==> src/rtl/uart_rx_ctl.sv <==
module uart_rx_ctl #(
  parameter int DIV_SLOW = 12,
  parameter int DIV_FAST = 4,
  localparam int DIV_W = $clog2(DIV_SLOW + 1)
) (
  input  logic             clk,
  input  logic             rst_n,
  input  logic             fe_sel,
  input  logic             wr_en,
  input  logic [7:0]       wr_data,
  input  logic             frame_done,
  input  logic             frame_bit9,
  input  logic             frame_stop_ok,
  output logic [7:0]       ctl_q,
  output logic [DIV_W-1:0] shift_div
);

  logic sm0, sm1, mp, ren, tb8, rb8, ti, ri, fe;
  logic [1:0] mode;
  logic take, pass, hit, fe_hit;

  assign mode   = {sm0, sm1};
  assign take   = frame_done & ren & ~ri;
  assign pass   = (mode == 2'd0) | ~mp | ((mode == 2'd1) ? frame_stop_ok : frame_bit9);
  assign hit    = take & pass;
  assign fe_hit = take & (mode != 2'd0) & ~frame_stop_ok;

  assign ctl_q     = {fe_sel ? fe : sm0, sm1, mp, ren, tb8, rb8, ti, ri};
  assign shift_div = mp ? DIV_W'(DIV_FAST) : DIV_W'(DIV_SLOW);

  always_ff @(posedge clk or negedge rst_n) begin
    if (!rst_n) begin
      {sm0, sm1, mp, ren, tb8, rb8, ti, ri} <= '0;
      fe <= 1'b0;
    end else begin
      if (wr_en) begin
        if (fe_sel) fe <= wr_data[7];
        else        sm0 <= wr_data[7];
        {sm1, mp, ren, tb8, rb8, ti, ri} <= wr_data[6:0];
      end
      if (fe_hit) fe <= 1'b1;
      if (hit) begin
        ri <= 1'b1;
        if (mode == 2'd1)  rb8 <= frame_stop_ok;
        else if (mode[1])  rb8 <= frame_bit9;
      end
    end
  end

  AST_FE_HOLD: assert property (@(posedge clk) disable iff (!rst_n)
    fe && !(wr_en && fe_sel && !wr_data[7]) |=> fe);
  AST_FE_SET: assert property (@(posedge clk) disable iff (!rst_n)
    frame_done && ren && !ri && (sm0 || sm1) && !frame_stop_ok |=> fe);
  AST_RI_HOLD: assert property (@(posedge clk) disable iff (!rst_n)
    ri && !(wr_en && !wr_data[0]) |=> ri);
  AST_BUSY_IGNORE: assert property (@(posedge clk) disable iff (!rst_n)
    frame_done && ri && !wr_en |=> $stable(rb8) && $stable(fe));
  AST_NO_RI_9TH: assert property (@(posedge clk) disable iff (!rst_n)
    frame_done && sm0 && mp && !frame_bit9 && !ri && !(wr_en && wr_data[0]) |=> !ri);
  AST_NO_RI_STOP: assert property (@(posedge clk) disable iff (!rst_n)
    frame_done && !sm0 && sm1 && mp && !frame_stop_ok && !ri && !(wr_en && wr_data[0]) |=> !ri);
  AST_REN_OFF: assert property (@(posedge clk) disable iff (!rst_n)
    frame_done && !ren && !wr_en |=> $stable(ri) && $stable(fe));
  AST_RB8_STOP: assert property (@(posedge clk) disable iff (!rst_n)
    frame_done && ren && !ri && !sm0 && sm1 && (!mp || frame_stop_ok) |=> rb8 == $past(frame_stop_ok));

endmodule

==> config.mk <==
export PLATFORM = sky130hd
export DESIGN_NAME = uart_rx_ctl
export DESIGN_NICKNAME = d
export VERILOG_FILES = /design/src/rtl/uart_rx_ctl.sv
export SDC_FILE = /design/constraint.sdc
export NUM_CORES = 1
export LEC_CHECK = 0
export ABC_CLOCK_PERIOD_IN_PS = 3000
export BUFFER_PORTS_ARGS = -buffer_cell sky130_fd_sc_hd__buf_2
export CORE_AREA = 2 2 39 41
export CTS_CLUSTER_SIZE = 10
export DETAILED_ROUTE_END_ITERATION = 10
export DIE_AREA = 0 0 41 43
export HOLD_SLACK_MARGIN = 0.02
export PLACE_DENSITY = 0.74
export SYNTH_ARGS = -nofsm -noshare
export SYNTH_HDL_FRONTEND = slang
export SYNTH_SLANG_ARGS = --single-unit
==> constraint.sdc <==
create_clock -name clk -period 3 [get_ports clk]
set_input_delay 0.6 -clock clk [delete_from_list [all_inputs] [get_ports clk]]
set_output_delay 0.6 -clock clk [all_outputs]
set_load 0.005 [all_outputs]
## Yosys cells after proc, flatten, opt, wreduce, memory -nomap -nowiden

Cells that the tools add are included.

- Muxes and demuxes: 12
- Bitwise logic cells: 11
- Reduce and logical (&&, ||, !) cells: 7
- Equal/unequal tests: 1

Operators by type and width:

| kind | count |
|---|---|
| 2-to-1 mux 1 bit | 11 |
| nonzero test 2 bit | 4 |
| AND 1 bit | 5 |
| 2-to-1 mux 4 bit | 1 |
| NOT 1 bit | 4 |
| AND reduction 2 bit | 2 |
| == test 2 x 1 -> 1 bit (second input constant) | 1 |
| zero test 2 bit | 1 |
| bitwise OR 1 bit | 2 |

- Input port bits: 15
- Word-level logic and storage cells: 40
- Register bits: 9

## Longest topological paths before layout

- Depth in word-level cells: 6
- Gate-level depth with buffers: 4

## Least setup slack after synthesis

Ideal clock, no wire load.

- Kind: input -> output
- From: input fe_sel
- To: output ctl_q[7]
- Stages: 1
- Path slack: 1486 ps
- Data arrival time: 914 ps
- Required time: 2400 ps
- Path through: mux2_2

- Word-level cells in the longest chain between the ends: 1

RTL lines:

| element | RTL line | text |
|---|---|---|
| start, declared | 8 | `input logic fe_sel,` |
| 2-to-1 mux 1 bit | 28 | `assign ctl_q = {fe_sel ? fe : sm0, sm1, mp, ren, tb8, rb8, ti, ri};` |
| end, declared | 14 | `output logic [7:0] ctl_q,` |

No other way between the ends.

## Final worst setup path

Same ends and word-level chain as after synthesis.

==> out/results.tsv <==
stage	metric	value	unit
global_route	grt_max_degree	12	
synth	synthCells	49	
drt	routedWlPerCell	11.1	microns
sta	setup_viol	0	
clock_network	cts_root_buf	clkbuf_4	
sta	slew_violations	0	
critical_path	startpoint	fe_sel	
power_and_ir_drop	vdd_drop_max	257	uV
floorplanning	floorplan.rows	14	
critical_path	cp-start-kind	input port	
critical_path	required	2.40	ns
layout	nFillCells	146	
clock_network	clock-sinks	9	
place	place_hpwl	731	microns
drt	remaining_drc_errors	0	
floorplanning	die_h	43	microns
synth	ys_seq_elements	9	
floorplanning	ios	27	
synth	syn_avg_cell_area	10.5	sq um
critical_path	critPathMaxStageDelay	0.33	ns
sta	tns	0	ns
drt	num_vias	385	
clock_network	cts_max_level	1	
layout	diodes	0	
clock_network	cts-resized-gates	0	
global_route	grt_pass1_vias	320	
drt	dr.pass1.iters	3	
floorplanning	start_util	0.373	
run	cap_violations	0	
layout	seqCellArea	225	sq um
sta	fin_worst_skew	0.000290	ns
critical_path	crit_chain	buf_2, mux2_2, buf_2	
clock_network	cts_tree	yes	
synth	netlist_area	517	sq um
clock_network	clk_latency	0.25	ns
clock_network	clkTransAtPathRegs	0.06	ns
global_route	overflow	0	
layout	drive_gt1_frac	0.500	
drt	dr.first_iter.drc_count	1	
synth	synth.yosys.seq_area_share	0.436	
place	port_buffers	23	
sta	hold_ws	0.187	ns
sta	rsz0062_at_grt	no	
clock_network	cts_buffers	3	
synth	ys.warnings.count	0	
sta	max_clock_freq	567	MHz
sta	finalCritPeriodShare	0.588	
drt	totalWireLength	914	microns
clock_network	cts_buffer_depth	2	
floorplanning	coreArea	1380	sq um
floorplanning	die-width	41	microns
power_and_ir_drop	p_leak	0.302	nW
layout	multiInputGateArea	211	sq um
critical_path	r2r_start	sm0	
critical_path	end_kind	output pin	
critical_path	cpMostUsedCell	buf_2	
sta	hold_viol_final	0	
sta	min_period	1.76	ns
critical_path	worstPathMaxFanout	4	
power_and_ir_drop	p_per_area	498	nW/um^2
clock_network	cts_setup_buffers	0	
global_route	antenna_found_initial	0	
status	status	completed	
synth	synth_cell_types	21	
critical_path	worst_ep_arrival_time	1.16	ns
clock_network	hold_buffers	0	
critical_path	slowest_stage	mux2_2	
global_route	grt_use_total	0.123	
worst_hold_path	min_path_type	input port to asynchronous set/reset pin	
layout	area_growth	16.5	%
layout	final_nets	82	
critical_path	path_class	input port to output pin	
drt	ant_nets	0	
place	gp_congestion	0.714	
floorplanning	die_area	1760	sq um
drt	vias_per_cell	4.70	
global_route	grt_pass1_wl	1370	microns
## state kept, by name (all words and copies together), names as in the netlist
signal	count
sm1	1
ti	1
ren	1
tb8	1
sm0	1
fe	1
ri	1
rb8	1
mp	1
## final timing paths
kind / slack [ns] / cells after the start / endpoint
worst min-delay path: 0.19 / 1 / rb8
max in group asynchronous: 2.64 / 1 / ri
worst max-delay path: 1.24 / 3 / ctl_q[7]
worst min register to register: 0.50 / 1 / ti
min in group clk: 0.50 / 1 / ti
worst max register to register: 1.82 / 3 / ri
## cells by family (layout without fill, tap and decap cells)
group | count (synthesis) | in the layout | synth area share
AND/OR/NAND/NOR | 10 | 10 | 0.116
other | 2 | 3 | 0.0145
AO/OA/AOI/OAI | 7 | 7 | 0.0823
flip-flops | 9 | 9 | 0.436
buffers and inverters | 12 | 28 | 0.162
multiplexers | 9 | 9 | 0.189
## cell type report
class,instances,area share
flip-flops and latches,9,0.374
multi-input cells,29,0.351
repair buffers,23,0.191
clock buffers,4,0.0437
well taps,16,0.0333
inverters,1,0.00624
## stage by stage
stage	util	total power, mW	cell area (sq um)	setup WS (ns)	instances
final	0.435	0.300	602	1.24	82
after floorplan	-	0.199	520	1.49	50
after global placement	0.416	0.211	576	1.25	78
after CTS	0.435	0.307	602	1.23	82
after detailed placement	0.416	0.214	576	1.23	78
after global routing	0.435	0.321	602	1.22	82
## critical path, delay by kind of cell
kind / cells / cell delay, ns
buffers and inverters: 2 / 0.24
multiplexers: 1 / 0.33
## metal layers
metal,wire [microns],GRT usage
met1,367,0.123
met2,452,0.188
met3,82,0.0785
met4,12,0.0600
met5,0,0
## report_power, final
group          leakage (nW)  switching (mW)  internal, mW  total [mW]
Combinational         0.181          0.0262        0.0356      0.0618
Clock                0.0150          0.0390        0.0510      0.0900
Sequential            0.106          0.0116         0.136       0.148
Total                 0.302          0.0768         0.223       0.300
## placed cells by master, fill, tap and decap left out, drive strengths merged
master,n
or3b,1
mux2i,3
clkbuf,4
o311ai,1
conb,3
or2b,1
nand3,1
o21ai,2
a21oi,2
nor2,1
inv,1
o22ai,1
nand2,3
mux2,6
buf,23
a211oi,1
nand3b,1
dfrtp,9
nor2b,1
and3b,1
## synth_stat cells (all sizes together)
master | number | area [sq um]
nor2 | 1 | 3.75
o22ai | 1 | 6.26
conb | 2 | 7.51
a211oi | 1 | 7.51
or2b | 1 | 7.51
nand2 | 3 | 11.3
dfrtp | 9 | 225
mux2 | 6 | 67.6
o311ai | 1 | 8.76
o21ai | 2 | 10.0
nor2b | 1 | 6.26
or3b | 1 | 8.76
a21oi | 2 | 10.0
nand3b | 1 | 7.51
buf | 11 | 80.1
and3b | 1 | 10.0
mux2i | 3 | 30.0
inv | 1 | 3.75
nand3 | 1 | 5.00
Power figures use the tool's default switching activity.
